## src/rtl/eep_pkg.sv

```systemverilog
package eep_pkg;
  localparam int WORD_W = 16;

  typedef enum logic [1:0] {
    CMD_RD  = 2'd0,
    CMD_WR  = 2'd1,
    CMD_EN  = 2'd2,
    CMD_DIS = 2'd3
  } eep_cmd_e;

  typedef enum logic [2:0] {
    S_IDLE,
    S_SHIFT,
    S_WGAP,
    S_POLL,
    S_GAP
  } eep_st_e;

  // two opcode bits that follow the start bit
  function automatic logic [1:0] op_bits(eep_cmd_e c);
    case (c)
      CMD_RD:  return 2'b10;
      CMD_WR:  return 2'b01;
      default: return 2'b00;
    endcase
  endfunction
endpackage

```

## src/rtl/eep_sk_tick.sv

```systemverilog
module eep_sk_tick #(
  parameter int HALF = 100
) (
  input  logic clk,
  input  logic rst_n,
  input  logic run_i,
  output logic tick_o
);
  generate
    if (HALF <= 1) begin : g_every
      assign tick_o = run_i;
    end else begin : g_div
      localparam int CW = $clog2(HALF);
      logic [CW-1:0] cnt_q;
      logic          at_end;
      assign at_end = (cnt_q == CW'(HALF - 1));
      assign tick_o = run_i && at_end;

      always_ff @(posedge clk or negedge rst_n) begin
        if (!rst_n)              cnt_q <= '0;
        else if (!run_i || at_end) cnt_q <= '0;
        else                     cnt_q <= cnt_q + 1'b1;
      end


      tick_spacing_chk: assert property (@(posedge clk) disable iff (!rst_n)
        tick_o |=> !tick_o);
    end
  endgenerate
endmodule

```

## src/rtl/eep_dcnt.sv

```systemverilog
module eep_dcnt #(
  parameter int W = 8
) (
  input  logic         clk,
  input  logic         rst_n,
  input  logic         load_i,
  input  logic [W-1:0] val_i,
  input  logic         dec_i,
  output logic         zero_o
);
  logic [W-1:0] cnt_q;
  assign zero_o = (cnt_q == '0);

  always_ff @(posedge clk or negedge rst_n) begin
    if (!rst_n)               cnt_q <= '0;
    else if (load_i)          cnt_q <= val_i;
    else if (dec_i && !zero_o) cnt_q <= cnt_q - 1'b1;
  end


  no_underflow_chk: assert property (@(posedge clk) disable iff (!rst_n)
    (zero_o && !load_i) |=> zero_o);
endmodule

```

## src/rtl/ser_eeprom_host.sv

```systemverilog
module ser_eeprom_host
  import eep_pkg::*;
#(
  parameter int ADDR_W  = 10,
  parameter int LEN_W   = 4,
  parameter int SK_HALF = 100,
  parameter int CS_GAP  = 50,
  parameter int TMO_CYC = 2000000
) (
  input  logic                clk,
  input  logic                rst_n,
  input  logic                req_valid_i,
  output logic                req_ready_o,
  input  logic [1:0]          req_cmd_i,
  input  logic [ADDR_W-1:0]   req_addr_i,
  input  logic [WORD_W-1:0]   req_wdata_i,
  input  logic [LEN_W-1:0]    req_len_i,
  output logic [WORD_W-1:0]   rd_data_o,
  output logic                rd_valid_o,
  output logic                done_o,
  output logic                err_o,
  output logic                cs_o,
  output logic                sk_o,
  output logic                di_o,
  input  logic                do_i
);
  localparam int HDR_W     = 3 + ADDR_W;
  localparam int TX_W      = HDR_W + WORD_W;
  localparam int MAX_SLOTS = HDR_W + 1 + WORD_W * (2 ** LEN_W);
  localparam int IW        = $clog2(MAX_SLOTS + 1);
  localparam int GW        = $clog2(CS_GAP + 1) + 1;
  localparam int TW        = $clog2(TMO_CYC + 1) + 1;

  function automatic logic [HDR_W-1:0] frame_hdr(eep_cmd_e c, logic [ADDR_W-1:0] a);
    logic [ADDR_W-1:0] f;
    f = '0;
    case (c)
      CMD_RD, CMD_WR: f = a;
      CMD_EN:         f[ADDR_W-1 -: 2] = 2'b11;
      default:        f = '0;
    endcase
    return {1'b1, op_bits(c), f};
  endfunction

  function automatic logic [IW-1:0] slot_count(eep_cmd_e c, logic [LEN_W-1:0] n);
    int s;
    case (c)
      CMD_RD:  s = HDR_W + 1 + WORD_W * (int'(n) + 1);
      CMD_WR:  s = HDR_W + WORD_W;
      default: s = HDR_W;
    endcase
    return IW'(s);
  endfunction

  // true on the slot carrying the last bit of a data word
  function automatic logic is_word_end(logic [IW-1:0] i);
    int d;
    d = int'(i) - (HDR_W + 1);
    return (d >= 0) && ((d & (WORD_W - 1)) == (WORD_W - 1));
  endfunction

  eep_st_e          st_q;
  eep_cmd_e         cmd_q, cmd_in;
  logic [IW-1:0]    idx_q, last_q;
  logic [TX_W-1:0]  tx_q;
  logic [WORD_W-1:0] rx_q;
  logic [HDR_W-1:0] hdr_in;

  // named internal events
  logic sk_tick, ev_rise, ev_fall, ev_last, word_end, accept;
  logic gap_zero, tmo_zero, gap_load, gap_dec, tmo_load, tmo_dec;

  assign cmd_in      = eep_cmd_e'(req_cmd_i);
  assign hdr_in      = frame_hdr(cmd_in, req_addr_i);
  assign req_ready_o = (st_q == S_IDLE);
  assign accept      = req_valid_i && req_ready_o;
  assign ev_rise     = sk_tick && !sk_o;
  assign ev_fall     = sk_tick && sk_o;
  assign ev_last     = ev_fall && (idx_q == last_q);
  assign word_end    = ev_rise && (cmd_q == CMD_RD) && is_word_end(idx_q);
  assign gap_load    = ev_last || ((st_q == S_POLL) && (do_i || tmo_zero));
  assign gap_dec     = (st_q == S_GAP) || (st_q == S_WGAP);
  assign tmo_load    = (st_q == S_WGAP) && gap_zero;
  assign tmo_dec     = (st_q == S_POLL);

  eep_sk_tick #(.HALF(SK_HALF)) i_tick (
    .clk(clk), .rst_n(rst_n), .run_i(st_q == S_SHIFT), .tick_o(sk_tick)
  );

  eep_dcnt #(.W(GW)) i_gap (
    .clk(clk), .rst_n(rst_n), .load_i(gap_load), .val_i(GW'(CS_GAP)),
    .dec_i(gap_dec), .zero_o(gap_zero)
  );

  eep_dcnt #(.W(TW)) i_tmo (
    .clk(clk), .rst_n(rst_n), .load_i(tmo_load), .val_i(TW'(TMO_CYC)),
    .dec_i(tmo_dec), .zero_o(tmo_zero)
  );

  always_ff @(posedge clk or negedge rst_n) begin
    if (!rst_n) begin
      st_q       <= S_IDLE;
      cmd_q      <= CMD_RD;
      idx_q      <= '0;
      last_q     <= '0;
      tx_q       <= '0;
      rx_q       <= '0;
      cs_o       <= 1'b0;
      sk_o       <= 1'b0;
      di_o       <= 1'b0;
      rd_data_o  <= '0;
      rd_valid_o <= 1'b0;
      done_o     <= 1'b0;
      err_o      <= 1'b0;
    end else begin
      rd_valid_o <= 1'b0;
      done_o     <= 1'b0;
      err_o      <= 1'b0;
      case (st_q)
        S_IDLE: if (accept) begin
          cmd_q  <= cmd_in;
          idx_q  <= '0;
          last_q <= slot_count(cmd_in, req_len_i) - 1'b1;
          tx_q   <= {hdr_in, (cmd_in == CMD_WR) ? req_wdata_i : '0};
          di_o   <= hdr_in[HDR_W-1];
          cs_o   <= 1'b1;
          sk_o   <= 1'b0;
          st_q   <= S_SHIFT;
        end
        S_SHIFT: begin
          if (ev_rise) begin
            sk_o <= 1'b1;
            rx_q <= {rx_q[WORD_W-2:0], do_i};
            if (word_end) begin
              rd_data_o  <= {rx_q[WORD_W-2:0], do_i};
              rd_valid_o <= 1'b1;
            end
          end
          if (ev_fall) begin
            sk_o <= 1'b0;
            if (ev_last) begin
              cs_o <= 1'b0;
              di_o <= 1'b0;
              if (cmd_q == CMD_WR) st_q <= S_WGAP;
              else begin
                st_q   <= S_GAP;
                done_o <= 1'b1;
              end
            end else begin
              idx_q <= idx_q + 1'b1;
              di_o  <= tx_q[TX_W-2];
              tx_q  <= tx_q << 1;
            end
          end
        end
        S_WGAP: if (gap_zero) begin
          cs_o <= 1'b1;
          st_q <= S_POLL;
        end
        S_POLL: if (do_i || tmo_zero) begin
          cs_o   <= 1'b0;
          done_o <= 1'b1;
          err_o  <= !do_i;
          st_q   <= S_GAP;
        end
        S_GAP: if (gap_zero) st_q <= S_IDLE;
        default: st_q <= S_IDLE;
      endcase
    end
  end

  // checker state: cycles the select line has been low, saturating
  localparam int LW = $clog2(CS_GAP + 1) + 1;
  logic [LW-1:0] low_run_q;
  always_ff @(posedge clk or negedge rst_n) begin
    if (!rst_n)                       low_run_q <= LW'(CS_GAP);
    else if (cs_o)                    low_run_q <= '0;
    else if (low_run_q < LW'(CS_GAP)) low_run_q <= low_run_q + 1'b1;
  end


  cs_gap_chk: assert property (@(posedge clk) disable iff (!rst_n)
    $rose(cs_o) |-> (low_run_q >= LW'(CS_GAP)));

  sk_idle_low_chk: assert property (@(posedge clk) disable iff (!rst_n)
    !cs_o |-> !sk_o);

  sk_tick_only_chk: assert property (@(posedge clk) disable iff (!rst_n)
    !sk_tick |=> $stable(sk_o));

  ready_cs_low_chk: assert property (@(posedge clk) disable iff (!rst_n)
    req_ready_o |-> !cs_o);

  rd_valid_cs_chk: assert property (@(posedge clk) disable iff (!rst_n)
    rd_valid_o |-> cs_o);

  done_pulse_chk: assert property (@(posedge clk) disable iff (!rst_n)
    done_o |=> !done_o);

  err_with_done_chk: assert property (@(posedge clk) disable iff (!rst_n)
    err_o |-> done_o);

  poll_sk_quiet_chk: assert property (@(posedge clk) disable iff (!rst_n)
    (st_q == S_POLL) |-> !sk_o);
endmodule

```

## config.mk

```make
export PLATFORM = sky130hd
export DESIGN_NAME = ser_eeprom_host
export DESIGN_NICKNAME = d
export VERILOG_FILES = /design/src/rtl/eep_pkg.sv /design/src/rtl/eep_sk_tick.sv /design/src/rtl/eep_dcnt.sv /design/src/rtl/ser_eeprom_host.sv
export SDC_FILE = /design/constraint.sdc
export NUM_CORES = 1
export LEC_CHECK = 0
export BUFFER_PORTS_ARGS = -buffer_cell sky130_fd_sc_hd__buf_2
export CORE_MARGIN = 5
export CORE_UTILIZATION = 64
export CTS_CLUSTER_SIZE = 28
export DETAILED_ROUTE_END_ITERATION = 12
export GPL_ROUTABILITY_DRIVEN = 0
export GPL_TIMING_DRIVEN = 0
export PLACE_DENSITY = 0.91
export SYNTH_ARGS = -nofsm -noshare
export SYNTH_HDL_FRONTEND = slang
export SYNTH_HIERARCHICAL = 1
export SYNTH_SLANG_ARGS = --single-unit
```

## constraint.sdc

```tcl
create_clock -name clk -period 5.1 [get_ports clk]
set_input_delay 1.02 -clock clk [delete_from_list [all_inputs] [get_ports clk]]
set_output_delay 1.02 -clock clk [all_outputs]
set_load 0.02 [all_outputs]
```

# After elaboration in Yosys (flattened, before gate mapping)
# Index checks and enable logic that the tools add are counted.
[classes] mux=51 n_addsub=8 n_reduce_logical=39 order_cmp=1 eq_ne=18
[ops] cell="2-to-1 mux 28 bit" count=3
[ops] cell="one-hot mux 28 bit (2 select lines)" count=1
[ops] cell="2-to-1 mux 9 bit" count=5
[ops] cell="2-to-1 mux 22 bit" count=2
[ops] cell="one-hot mux 9 bit (2 select lines)" count=2
[ops] cell="logical NOT 22 bit" count=1
[ops] cell="subtractor 22 x 1 -> 22 bit (second input constant)" count=1
[ops] cell="2-to-1 mux 3 bit" count=7
[ops] cell="2-to-1 mux 7 bit" count=3
[ops] cell="2-to-1 mux 1 bit" count=19
[ops] cell="2-to-1 mux 16 bit" count=1
[ops] cell="one-hot mux 3 bit (5 select lines)" count=1
[ops] cell="logical AND 1 bit" count=12
[ops] cell="inequality test 2 bit (second input constant)" count=6
[ops] cell="AND reduction 6 bit" count=2
[ops] cell=">= comparator 10 x 1 -> 1 bit (second input constant)" count=1
[ops] cell="subtractor 9 x 4 -> 10 bit (second input constant)" count=1
[ops] cell="adder 4 x 9 -> 9 bit (first input constant)" count=1
[ops] cell="adder 9 x 1 -> 9 bit (second input constant)" count=1
[ops] cell="== test 9 bit" count=1
[ops] cell="AND reduction 3 bit" count=3
[ops] cell="subtractor 9 x 1 -> 9 bit (second input constant)" count=1
[ops] cell="2-to-1 mux 8 bit" count=1
[ops] cell="one-hot mux 2 bit (2 select lines)" count=2
[ops] cell="other kinds (24)" count=39
[word_totals] ff_bits=124

# Longest topological paths before layout
[depth] ltp_word=8 mapped_depth=14

# Hierarchy
# The synthesis kept the hierarchy.
[by_module_without_submodules] module="ser_eeprom_host" area_each_um2=4195.3 seq_area_each_um2=2202.1 cells_each=368 n_inst=1
[by_module_without_submodules] module="eep_dcnt at i_tmo" area_each_um2=1395.1 seq_area_each_um2=550.5 cells_each=150 n_inst=1
[by_module_without_submodules] module="eep_dcnt at i_gap" area_each_um2=461.7 seq_area_each_um2=175.2 cells_each=52 n_inst=1
[by_module_without_submodules] module="eep_sk_tick" area_each_um2=321.6 seq_area_each_um2=175.2 cells_each=32 n_inst=1

# Least setup slack after synthesis
# Ideal clock, no wire load.
[synth_timing] path_kind="reg2reg" from="register st_q[1]" to="register tx_q[10]" slack_ns=1.852 path_buffers=4 stages_incl_launch_ff=14 arrival_ns=3.123 t_required_ns=4.975 period_less_slack_ns=3.248 path_cell_list="dfrtp_1 > buf_2 > nor2_2 > nand2_2 > inv_2 > clkbuf_1 > inv_1 > nor3_1 > nand3_1 > or4_1 > buf_2 > and2_4 > buf_6 > mux2_4"
[synth_via] elab_chain_len=6 elab_cells_between_ends=12 cone_classes="eq/ne (4); mux (1); reduce/logical (7)"
[synth_lines] element="start: declaration" line="ser_eeprom_host.sv:62" rtl="eep_st_e st_q;"
[synth_lines] element="start signal: assignment" line="ser_eeprom_host.sv:102" rtl="st_q <= S_IDLE;"
[synth_lines] element="start signal: assignment" line="ser_eeprom_host.sv:128" rtl="st_q <= S_SHIFT;"
[synth_lines] element="start signal: assignment" line="ser_eeprom_host.sv:144" rtl="if (cmd_q == CMD_WR) st_q <= S_WGAP;"
[synth_lines] element="== test 3 x 1 -> 1 bit *" line="ser_eeprom_host.sv:87" rtl=".clk(clk), .rst_n(rst_n), .run_i(st_q == S_SHIFT), .tick_o(sk_tick)"
[synth_lines] element="logical AND 1 bit *" line="eep_sk_tick.sv:17" rtl="assign tick_o = run_i && at_end;"
[synth_lines] element="via sk_tick" line="ser_eeprom_host.sv:70" rtl="logic sk_tick, ev_rise, ev_fall, ev_last, word_end, accept;"
[synth_lines] element="logical AND 1 bit *" line="ser_eeprom_host.sv:78" rtl="assign ev_fall = sk_tick && sk_o;"
[synth_lines] element="logical AND 1 bit" line="ser_eeprom_host.sv:79" rtl="assign ev_last = ev_fall && (idx_q == last_q);"
[synth_lines] element="inequality test 2 bit (no line)"
[synth_lines] element="AND reduction 4 bit (no line) *"
[synth_lines] element="end signal: assignment" line="ser_eeprom_host.sv:124" rtl="tx_q <= {hdr_in, (cmd_in == CMD_WR) ? req_wdata_i : '0};"
[synth_lines] element="end signal: assignment" line="ser_eeprom_host.sv:152" rtl="tx_q <= tx_q << 1;"
[synth_lines] element="end: declaration" line="ser_eeprom_host.sv:65" rtl="logic [TX_W-1:0] tx_q;"
# Mark *: on every way through the listed nets, which the timed path passes. The rest lies on a longest branch.
# A chain may end at the register's enable or synchronous reset.

# Final worst setup path
[layout_timing] from="register st_q[1]" to="register tx_q[23]"
# The elaborated chain is that of the path after synthesis.

==> results.md <==
- Die Width: 109.8 um
- GRT overflow: 0
- Final period utilization: 0.7941
- Crit path DAT: 4.48 ns
- Die area: 12050 um^2
- Initial antenna violation count: 0
- Minimum clock period: 4.050 ns
- #FFs+latches synth: 124
- CTS max path bufs: 2
- Library cells used by synthesis: 68
- Share of cells above drive strength 1: 0.2292
- Number of max-cap violations: 0
- Area contributors post-synth: dfrtp_1 (49%), mux2_2 (5.3%), mux2_4 (3.5%)
- Worst r2r path cells: 13
- Kind of start point of the critical path: flop
- DRT iter0 DRCs: 345
- Setup TNS: 0 ns
- Most instantiated cells after synthesis: dfrtp_1 (124), nand2_1 (49), a21oi_1 (40)
- R2R Path Start: st_q[1]$_DFFE_PN0P_
- Area leader, netlist: dfrtp_1
- Register-to-Register Setup Slack: 1.05 ns
- Final hold viol count: 0
- Row Count: 36
- Mapped Cells: 602
- Clock transition at the registers of the reported paths: 0.06 ns
- Final nets: 751
- Worst-skew pair later-pin latency: 0.53 ns
- Seq/Total Area, Yosys: 0.4868
- Pleak: 3.407 nW
- Finished Core Util: 0.7726
- Num CTS Buffers: 17
- Post-Syn Area per Cell: 10.59 um^2
- Pwr dens: 386.9 nW/um^2
- Clk_skew: 0.006841 ns
- Initial Util: 0.6551
- First-pass GRT wire length: 24450 um
- CP Capture Type: flop
- Post-CTS Resized: 0
- Final Setup Violations: 0
- CTS tree: built
- Register area: 3103 um^2
- Most common cell in the netlist: dfrtp_1
- Number of flops mapped to enable cells by yosys: 0
- Max IR drop VDD: 0.2998 mV
- Largest net degree at the start of global routing: 103
- DR WL/cell: 16.92 um
- Final Cell Area: 7517 um^2
- Crit Path Class: reg -> reg
- Post-detail-place hpwl: 9797 um
- Area of the multi-input gates: 3152 um^2
- Hold-fix buffers, CTS: 0
- PortBufs: 58
- Total number of vias: 5060
- Remaining antenna violation count: 0
- Synthesis warning total: 6
- Synth Cell Area: 6374 um^2
- Slew Limit Fails: 0
- Vias in the first global route: 5226
- Synth top area share: 0.4868
- Root buf cell: clkbuf_8
- Relative slew slack: 0.5065
- Vias per cell: 5.932
- Fillers: 630
- Ant diodes: 0
- Area growth syn-to-layout: 17.94%
- Status: complete, no violations
- Final wirelength: 14430 um
- Post-synth ARST share: 1.000
- Gr usage total: 0.2605
- Final hold slack: 0.3427 ns
- Worst slew pin tran: 0.7346 ns
- Data required time at the worst endpoint: 5.53 ns
- Initial DRT Pass Iterations: 6
- R2R Path End: tx_q[23]$_DFFE_PN0P_
- Max H-tree Level: 4
- Die Y: 109.8 um
- Fmax: 0.2469 GHz
- Unrepaired setup endpoints after global routing: no
- Num ports: 59
- Synth Flop Type: dfrtp_1
- Crit-path max FO: 11
- Dpl cell area: 6965 um^2
- Hold/Removal Path Class: in -> async
- Core ar.: 9729 um^2
- DRC: 0
- Sink Count: 124
- Total setup buffers inserted after CTS: 0
## state kept, by name, summed over array words and instances, names as in the netlist
register / cells
i_tick/g_div.cnt_q: 7
st_q: 3
tx_q: 28
err_o: 1
rx_q: 15
rd_valid_o: 1
di_o: 1
i_tmo/cnt_q: 22
rd_data_o: 16
sk_o: 1
cs_o: 1
i_gap/cnt_q: 7
cmd_q: 2
last_q: 9
idx_q: 9
done_o: 1
## logic make-up (layout without fill, tap and decap cells)
family / Yosys count / in the layout / share of synthesized area
DFF: 124 / 124 / 0.4868
and+or+nand+nor: 198 / 198 / 0.1675
AOI/OAI and AO/OA: 133 / 133 / 0.1415
adders and majority gates: 8 / 8 / 0.01571
xor gates and xnor gates: 31 / 31 / 0.04378
muxes: 57 / 57 / 0.1090
buffers and inverters: 49 / 140 / 0.03455
other: 2 / 29 / 0.001178
## worst max path at each step
stage                   startpoint                    to  depth (start not counted)  slack [ns]
2_1_floorplan  st_q[1]$_DFFE_PN0P_  tx_q[10]$_DFFE_PN0P_                         13        1.85
3_3_place_gp   st_q[1]$_DFFE_PN0P_  tx_q[24]$_DFFE_PN0P_                         13        1.34
3_5_place_dp   st_q[1]$_DFFE_PN0P_  tx_q[23]$_DFFE_PN0P_                         13        1.23
4_1_cts        st_q[1]$_DFFE_PN0P_  tx_q[23]$_DFFE_PN0P_                         13        1.14
5_1_grt        st_q[1]$_DFFE_PN0P_  tx_q[23]$_DFFE_PN0P_                         13        0.77
6_report       st_q[1]$_DFFE_PN0P_  tx_q[23]$_DFFE_PN0P_                         13        1.05
## power by group
part	internal [mW]	total, mW	leakage [nW]	switching [mW]
Combinational	0.258	0.508	1.58	0.250
Clock	0.656	1.11	0.251	0.452
Sequential	1.16	1.29	1.58	0.136
Total	2.07	2.91	3.41	0.837
## per-layer routing
| layer | up-vias | global-route usage | share of wire |
|---|---|---|---|
| met2 | 182 | 0.4471 | 0.52 |
| met1 | 2482 | 0.3178 | 0.41 |
| li1 | 2372 | - | - |
| met3 | 24 | 0.06342 | 0.056 |
| met4 | 0 | 0.09617 | 0.017 |
| met5 | - | 0 | 0 |
## cell type report
cell class / instances / area share
multi-input combinational: 456 / 0.4193
buffer: 30 / 0.01981
inverter: 19 / 0.009487
tap: 133 / 0.02214
clock inverter: 14 / 0.01648
sequential: 124 / 0.4128
timing repair buffer: 59 / 0.04311
clock buffer: 18 / 0.05692
## critical path, cell delays in order, from the launching register on
cell	delay (ns)
dfrtp_1	0.35
buf_2	0.17
nor2_2	0.16
nand2_2	0.12
inv_2	0.14
clkbuf_1	0.50
inv_1	0.11
nor3_1	0.64
nand3_1	0.15
a21boi_1	0.37
clkbuf_1	0.41
clkbuf_1	0.45
a21oi_1	0.17
a211oi_1	0.22
## layout by cell type (no fill, tap or decap), types with 12 or more instances in the layout
master     netlist  final
dfrtp_1        124    124
buf_2            5     62
nand2_1         49     49
a21oi_1         40     40
nor2_1          36     36
mux2_2          30     30
conb_1           2     29
o21ai_0         23     23
xnor2_1         22     22
clkbuf_1        20     20
inv_1           18     18
nand3_1         17     17
clkbuf_16        0     16
nand4_1         15     15
a22o_1          15     15
mux2_4          15     15
nor3_1          13     13
or3_1           12     12
a211oi_1        12     12
## through the flow
stage	power, mW	setup slack, ns	std cells
after floorplan	1.645	1.852	629
after global routing	3.051	0.7720	853
after CTS	2.915	1.137	853
final	2.908	1.050	853
after detailed placement	1.796	1.231	821
after global placement	1.756	1.336	820
Note: power is estimated with default switching activity, not from simulation.
